<file path="config.mk">
export PLATFORM = sky130hd
export DESIGN_NAME = cpwm_timer
export DESIGN_NICKNAME = d
export VERILOG_FILES = /design/src/rtl/cpwm_pkg.sv /design/src/rtl/cpwm_regs.sv /design/src/rtl/cpwm_prescaler.sv /design/src/rtl/cpwm_core.sv /design/src/rtl/cpwm_outstage.sv /design/src/rtl/cpwm_timer.sv
export SDC_FILE = /design/constraint.sdc
export NUM_CORES = 1
export LEC_CHECK = 0
export BUFFER_PORTS_ARGS = -buffer_cell sky130_fd_sc_hd__buf_2
export CORE_MARGIN = 1.5
export CORE_UTILIZATION = 45
export CTS_BUF_LIST = sky130_fd_sc_hd__clkbuf_2 sky130_fd_sc_hd__clkbuf_4 sky130_fd_sc_hd__clkbuf_8
export CTS_CLUSTER_DIAMETER = 80
export CTS_CLUSTER_SIZE = 10
export DETAILED_ROUTE_END_ITERATION = 12
export GPL_TIMING_DRIVEN = 0
export HOLD_SLACK_MARGIN = 0.08
export PLACE_DENSITY = 0.66
export SETUP_SLACK_MARGIN = 0.2
export SLEW_MARGIN = 20
export SYNTH_ARGS = -nofsm -noshare
export SYNTH_HDL_FRONTEND = slang
export SYNTH_SLANG_ARGS = --single-unit
</file>
<file path="constraint.sdc">
create_clock -name clk -period 2.6 [get_ports clk]
set_clock_uncertainty 0.1 [all_clocks]
set_input_delay 0.26 -clock clk [delete_from_list [all_inputs] [get_ports clk]]
set_output_delay 0.26 -clock clk [all_outputs]
set_load 0.01 [all_outputs]
</file>
<file path="src/rtl/cpwm_pkg.sv">
package cpwm_pkg;

    typedef enum logic [1:0] {
        ST_OFF   = 2'd0,
        ST_FIRST = 2'd1,
        ST_RUN   = 2'd2
    } cpwm_state_e;

    typedef enum logic [1:0] {
        A_RELOAD = 2'd0,
        A_CMP    = 2'd1,
        A_START  = 2'd2,
        A_CTRL   = 2'd3
    } cpwm_addr_e;

    localparam int CTRL_EN_BIT   = 0;
    localparam int CTRL_POL_BIT  = 1;
    localparam int CTRL_DUAL_BIT = 2;
    localparam int CTRL_PS_LSB   = 4;

endpackage

</file>
<file path="src/rtl/cpwm_regs.sv">
module cpwm_regs
    import cpwm_pkg::*;
#(
    parameter int CNT_W  = 16,
    parameter int PS_W   = 3,
    parameter int ADDR_W = 2
) (
    input  logic              clk,
    input  logic              rst_n,
    input  logic              wr_en,
    input  logic [ADDR_W-1:0] wr_addr,
    input  logic [CNT_W-1:0]  wr_data,
    output logic [CNT_W-1:0]  rel_sh,
    output logic [CNT_W-1:0]  cmp_sh,
    output logic              en,
    output logic              pol,
    output logic              dual,
    output logic [PS_W-1:0]   ps_sel,
    output logic              start_ld
);

    logic sel_rel, sel_cmp, sel_ctrl;

    always_comb begin
        sel_rel  = wr_en && (wr_addr == ADDR_W'(A_RELOAD));
        sel_cmp  = wr_en && (wr_addr == ADDR_W'(A_CMP));
        sel_ctrl = wr_en && (wr_addr == ADDR_W'(A_CTRL));
        start_ld = wr_en && (wr_addr == ADDR_W'(A_START));
    end

    always_ff @(posedge clk) begin
        if (!rst_n) begin
            rel_sh <= '1;
            cmp_sh <= '0;
        end else begin
            if (sel_rel) rel_sh <= wr_data;
            if (sel_cmp) cmp_sh <= wr_data;
        end
    end

    always_ff @(posedge clk) begin
        if (!rst_n) begin
            en     <= 1'b0;
            pol    <= 1'b0;
            dual   <= 1'b0;
            ps_sel <= '0;
        end else if (sel_ctrl) begin
            en     <= wr_data[CTRL_EN_BIT];
            pol    <= wr_data[CTRL_POL_BIT];
            dual   <= wr_data[CTRL_DUAL_BIT];
            ps_sel <= wr_data[CTRL_PS_LSB +: PS_W];
        end
    end

endmodule

</file>
<file path="src/rtl/cpwm_prescaler.sv">
module cpwm_prescaler #(
    parameter int PS_W = 3
) (
    input  logic            clk,
    input  logic            rst_n,
    input  logic            run,
    input  logic [PS_W-1:0] ps_sel,
    output logic            tick
);

    localparam int PC_W = (1 << PS_W) - 1;

    logic [PC_W-1:0] pcnt_q;
    logic [PC_W-1:0] lim;

    always_comb begin
        lim  = PC_W'((1 << ps_sel) - 1);
        tick = run && (pcnt_q == lim);
    end

    always_ff @(posedge clk) begin
        if (!rst_n) begin
            pcnt_q <= '0;
        end else if (!run || tick) begin
            pcnt_q <= '0;
        end else begin
            pcnt_q <= pcnt_q + 1'b1;
        end
    end

    AST_PRESC_CLEAR: assert property (@(posedge clk) disable iff (!rst_n)
        !run |=> (pcnt_q == '0));

endmodule

</file>
<file path="src/rtl/cpwm_core.sv">
module cpwm_core
    import cpwm_pkg::*;
#(
    parameter int CNT_W = 16
) (
    input  logic             clk,
    input  logic             rst_n,
    input  logic             en,
    input  logic             tick,
    input  logic             start_ld,
    input  logic [CNT_W-1:0] start_val,
    input  logic [CNT_W-1:0] rel_sh,
    input  logic [CNT_W-1:0] cmp_sh,
    output logic [CNT_W-1:0] cnt,
    output logic [CNT_W-1:0] cmp_act,
    output logic             run,
    output logic             irq
);

    localparam logic [CNT_W-1:0] CNT_FIRST = CNT_W'(1);

    cpwm_state_e     state_q, state_d;
    logic [CNT_W-1:0] cnt_q, rel_act, cmp_q;
    logic            irq_q;
    logic            wrap, off, load_ok;

    always_ff @(posedge clk) begin
        if (!rst_n) state_q <= ST_OFF;
        else        state_q <= state_d;
    end

    always_comb begin
        off     = (state_q == ST_OFF);
        run     = en && !off;
        wrap    = tick && (cnt_q == rel_act);
        load_ok = off && start_ld;
        state_d = state_q;
        unique case (state_q)
            ST_OFF:   if (en) state_d = ST_FIRST;
            ST_FIRST: begin
                if (!en)       state_d = ST_OFF;
                else if (wrap) state_d = ST_RUN;
            end
            ST_RUN:   if (!en) state_d = ST_OFF;
            default:  state_d = ST_OFF;
        endcase
    end

    always_ff @(posedge clk) begin
        if (!rst_n) begin
            cnt_q <= CNT_FIRST;
        end else if (load_ok) begin
            cnt_q <= start_val;
        end else if (wrap) begin
            cnt_q <= CNT_FIRST;
        end else if (tick) begin
            cnt_q <= cnt_q + 1'b1;
        end
    end

    always_ff @(posedge clk) begin
        if (!rst_n) begin
            rel_act <= '1;
            cmp_q   <= '0;
        end else if (off || wrap) begin
            rel_act <= rel_sh;
            cmp_q   <= cmp_sh;
        end
    end

    always_ff @(posedge clk) begin
        if (!rst_n) irq_q <= 1'b0;
        else        irq_q <= wrap;
    end

    assign cnt     = cnt_q;
    assign cmp_act = cmp_q;
    assign irq     = irq_q;

    AST_WRAP_TO_ONE: assert property (@(posedge clk) disable iff (!rst_n)
        wrap |=> (cnt_q == CNT_FIRST));

    AST_IRQ_AT_START: assert property (@(posedge clk) disable iff (!rst_n)
        irq_q |-> (cnt_q == CNT_FIRST));

    AST_ACTIVE_HELD: assert property (@(posedge clk) disable iff (!rst_n)
        (!off && !wrap) |=> ($stable(rel_act) && $stable(cmp_q)));

    AST_COUNT_FROZEN: assert property (@(posedge clk) disable iff (!rst_n)
        (!run && !load_ok) |=> $stable(cnt_q));

endmodule

</file>
<file path="src/rtl/cpwm_outstage.sv">
module cpwm_outstage #(
    parameter int CNT_W = 16
) (
    input  logic             run,
    input  logic             pol,
    input  logic             dual,
    input  logic [CNT_W-1:0] cnt,
    input  logic [CNT_W-1:0] cmp,
    output logic             pwm_out,
    output logic             compl_out,
    output logic             compl_oe
);

    logic past_cmp, level;

    always_comb begin
        past_cmp  = (cnt > cmp);
        level     = pol ? !past_cmp : past_cmp;
        pwm_out   = run ? level : pol;
        compl_out = !pwm_out;
        compl_oe  = dual;
    end

endmodule

</file>
<file path="src/rtl/cpwm_timer.sv">
module cpwm_timer #(
    parameter int CNT_W  = 16,
    parameter int PS_W   = 3,
    parameter int ADDR_W = 2
) (
    input  logic              clk,
    input  logic              rst_n,
    input  logic              wr_en,
    input  logic [ADDR_W-1:0] wr_addr,
    input  logic [CNT_W-1:0]  wr_data,
    output logic              pwm_out,
    output logic              compl_out,
    output logic              compl_oe,
    output logic              irq
);

    logic [CNT_W-1:0] rel_sh, cmp_sh, cnt, cmp_act;
    logic [PS_W-1:0]  ps_sel;
    logic             en, pol, dual, start_ld, tick, run;

    cpwm_regs #(.CNT_W(CNT_W), .PS_W(PS_W), .ADDR_W(ADDR_W)) u_regs (
        .clk(clk), .rst_n(rst_n), .wr_en(wr_en), .wr_addr(wr_addr),
        .wr_data(wr_data), .rel_sh(rel_sh), .cmp_sh(cmp_sh), .en(en),
        .pol(pol), .dual(dual), .ps_sel(ps_sel), .start_ld(start_ld)
    );

    cpwm_prescaler #(.PS_W(PS_W)) u_presc (
        .clk(clk), .rst_n(rst_n), .run(run), .ps_sel(ps_sel), .tick(tick)
    );

    cpwm_core #(.CNT_W(CNT_W)) u_core (
        .clk(clk), .rst_n(rst_n), .en(en), .tick(tick), .start_ld(start_ld),
        .start_val(wr_data), .rel_sh(rel_sh), .cmp_sh(cmp_sh), .cnt(cnt),
        .cmp_act(cmp_act), .run(run), .irq(irq)
    );

    cpwm_outstage #(.CNT_W(CNT_W)) u_out (
        .run(run), .pol(pol), .dual(dual), .cnt(cnt), .cmp(cmp_act),
        .pwm_out(pwm_out), .compl_out(compl_out), .compl_oe(compl_oe)
    );

    AST_IDLE_NO_IRQ: assert property (@(posedge clk) disable iff (!rst_n)
        (!run && !irq) |=> !irq);

    AST_IDLE_LEVEL: assert property (@(posedge clk) disable iff (!rst_n)
        !en |-> (pwm_out == pol));

endmodule

</file>
==> flow_summary_export.csv <==
group,metric,value,unit
synth,synth-edff-count,0,
status,outcome,"complete, no violations",
worst_setup_path,worstSetupPathType,"reg -> out",
synth,post_synth.cell_area_avg,8.17,µm²
power_and_ir_drop,power_density,548,mW/mm²
detailed_routing,detail_route.wl_per_cell,16.5,µm
placed_design,place.gp.congestion,0.954,
synth,synth_area,0.00467,mm²
global_route,antenna_violations_before_repair,0,
global_route,largest_net_degree_at_the_start_of_global_routing,16,
power_and_ir_drop,report.power.total,3.04,mW
timing,final_critical_path_setup_slack,0.152,ns
synth,synthCells,571,
synth,post-synth-top-area-fraction,0.412,
synth,synth_top_cell_by_area,"dfxtp_1",
layout,area_growth,18.9,%
layout,insertedDiodeCount,0,
timing,setup_total_negative_slack,0,ns
placed_design,hpwl,9030,µm
power_and_ir_drop,sequential_group_share_of_total_power,0.521,
worst_setup_path,critical_path.reg2reg.endpoint,"u_core.cnt[3]$_SDFFE_PN0P_",
power_and_ir_drop,internal_power,2.24,mW
power_and_ir_drop,irDropWorstVdd,0.237,mV
timing,part_of_the_cycle_the_worst_path_needs,0.942,
timing,final_critical_delay_including_setup_and_external_delays,2.45,ns
placed_design,detailed_place.area,0.00495,mm²
global_route,first_global_vias,3976,
synth,cells_taking_the_most_area_after_synthesis,"dfxtp_1 (41%), nand2_1 (9.4%), nand3_1 (6.4%), ha_1 (4.8%), mux2i_1 (4.7%)",
detailed_routing,detail_route.iter0.violations,300,
power_and_ir_drop,power_leakage,2.10,nW
synth,synth.lib_cells_used.distinct,56,
hold_path,min-delay-path-class,"in -> reg",
synth,ys_async_sr_fraction,0,
worst_setup_path,crit_path_start,"u_core.cnt[12]$_SDFFE_PN0P_",
global_route,overflow,0,
timing,relative_slew_slack,0.564,
layout,layout_commonest_cell,"nand2_1",
timing,finalHoldViolations,0,
synth,ys_seq_area_frac,0.412,
power_and_ir_drop,power.combinational.fraction,0.131,
worst_setup_path,start_kind,"flip-flop",
worst_setup_path,end_kind,"primary output",
flow_run,drv_cap,0,
timing,transition_time_of_the_tightest_slew_check_pin,0.647,ns
floorplanning,die_height,105,µm
layout,finish.utilization,0.560,
clock_tree,cts_tree,"built",
timing,achievable_freq,0.408,GHz
synth,synth_flop_cell,"dfxtp_1",
power_and_ir_drop,power.switching,805,µW
clock_tree,clkLatencyLatePin,0.38,ns
floorplanning,initial_utilization,0.471,
clock_tree,h_tree_lvl_count,3,
timing,report.final.setup_viol,0,
global_route,global_route_wire_length_before_repair,19900,µm
power_and_ir_drop,clock_power_share,0.349,
floorplanning,die_width,105,µm
worst_setup_path,timing.rr.start,"u_core.cnt[3]$_SDFFE_PN0P_",
clock_tree,cts.root.buffer_cell,"clkbuf_8",
clock_tree,clock-sinks,96,
placed_design,count_of_input_and_output_buffers,23,
worst_setup_path,worst_r2r_path_depth,10,
global_route,groute.usage.overall,0.235,
layout,final_cell_mix,"nand2_1 (117), dfxtp_1 (79), nand3_1 (59)",
worst_setup_path,cp_max_fo,7,
floorplanning,die_area,0.0110,mm²
worst_setup_path,critical_path_arrival,2.09,ns
placed_design,preCtsSetupSlack,0.0605,ns
synth,ys_ff_latch,96,
hold_path,hold_path_depth,3,
layout,final_net_count,667,
floorplanning,floorplan.io_pins,25,
worst_setup_path,cp_data_required_time,2.24,ns
clock_tree,cts_made_buffers,9,
synth,yosysWarningCount,0,
clock_tree,cts-root-to-sink-buffers,2,
timing,finalMaxSlewViolations,0,
synth,syn-num-nets,610,
detailed_routing,drt-pass1-iter-count,5,
detailed_routing,vias,4250,
floorplanning,coreArea,0.00991,mm²
floorplanning,placement_rows,36,
detailed_routing,aggregate_routed_wire_length,12600,µm
layout,layout.cell_area.non_filler,0.00555,mm²
detailed_routing,vias_per_cell,5.56,
worst_setup_path,worst_setup_path_endpoint,"compl_out",
timing,rsz_0062_raised_after_global_routing,"true",
layout,final_layout_size_suffix_gt1_frac,0.165,
power_and_ir_drop,switching_share,0.265,
detailed_routing,drcViolationCount,0,
detailed_routing,postRouteAntennaNets,0,
clock_tree,clkTransAtPathRegs,0.10,ns
worst_setup_path,worst_r2r_setup_slack,0.22,ns
-- metal layers --
metal	GRT usage	wire (µm)
met1	0.322	5860
met3	0.0368	792
met5	0	0
met2	0.368	5660
met4	0.0959	323
-- logic make-up (layout without fill, tap and decap cells) --
logic type                 count (synthesis)  count (layout)  share of synthesized area
AOI/OAI and AO/OA                         98              98                      0.134
and+or+nand+nor                          255             255                      0.258
DFF                                       96              96                      0.412
xor gates and xnor gates                  27              27                     0.0507
buffers and inverters                     55             116                     0.0493
muxes                                     22              22                     0.0472
adders and majority gates                 18              18                     0.0483
-- worst max-delay path, cell delays in order (launching register included) --
cell and delay, ns:
dfxtp_2 0.38, ha_1 0.21, a21o_1 0.18, a21o_1 0.19, a21oi_2 0.14, o21ai_2 0.08
o21ai_2 0.22, xor2_1 0.16, buf_2 0.14
-- power by group through the flow --
stage	Combinational (mW)	Sequential (mW)	Clock, mW
2_1_floorplan	0.236	1.60	0
3_3_place_gp	0.321	1.62	0
3_5_place_dp	0.329	1.62	0
4_1_cts	0.379	1.58	1.08
5_1_grt	0.439	1.59	1.15
6_report	0.397	1.58	1.06
-- area by class of cell --
type,instances,area [µm²]
tap,133,166
clock buffer,9,124
multi-input combinational,420,2640
timing repair buffer,46,325
sequential,96,1960
buffer,35,171
clock inverter,6,85.1
fill,932,4360
inverter,20,75.1
-- how the worst min path moves through the flow --
stage | to | slack [ns] | start
after floorplan | u_regs.rel_sh[0]$_SDFFE_PN1P_ | 0.28 | wr_data[0]
final | u_regs.rel_sh[7]$_SDFFE_PN1P_ | 0.1 | wr_data[7]
after detailed placement | u_core.cmp_act[0]$_SDFFE_PN0P_ | 0.34 | u_regs.cmp_sh[0]$_SDFFE_PN0P_
after global placement | u_core.cmp_act[0]$_SDFFE_PN0P_ | 0.34 | u_regs.cmp_sh[0]$_SDFFE_PN0P_
after global routing | u_regs.cmp_sh[6]$_SDFFE_PN0P_ | 0.09 | wr_data[6]
after CTS | u_regs.rel_sh[7]$_SDFFE_PN1P_ | 0.08 | wr_data[7]
-- what timing repair did --
action	in CTS	in global routing
pin swaps	9	6
setup endpoints to repair	22	33
setup buffers	6	7
endpoints found under the hold margin	21	0
resized for setup	37	15
hold buffers	10	0
-- cells in the mapped netlist (all sizes together), types with 2 or more instances --
master and count:
nand2 117, dfxtp 96, nand3 61, a21oi 30
nor2 26, o21ai 26, xnor2 23, clkbuf 22
mux2i 22, inv 19, ha 18, a31oi 15
buf 13, and3 8, nand4 8, a21o 7
nand2b 7, nor2b 6, nor4 5, a32oi 4
xor2 4, nand4b 3, or4 3, a41oi 2
nor3 2, o31a 2, or2 2
-- flip-flops by register name (all words and copies together) (netlist names) --
| signal | flops |
|---|---|
| u_core.cmp_act | 16 |
| u_core.cnt | 16 |
| u_core.irq | 1 |
| u_core.rel_act | 16 |
| u_core.state_q | 2 |
| u_presc.pcnt_q | 7 |
| u_regs.cmp_sh | 16 |
| u_regs.dual | 1 |
| u_regs.en | 1 |
| u_regs.pol | 1 |
| u_regs.ps_sel | 3 |
| u_regs.rel_sh | 16 |
-- per-stage QoR --
step	hold slack, ns	cells
after floorplan	0.284	571
after global placement	0.336	727
after detailed placement	0.344	727
after CTS	0.0818	758
after global routing	0.0874	765
final	0.0971	765
(Power assumes the default switching activity.)
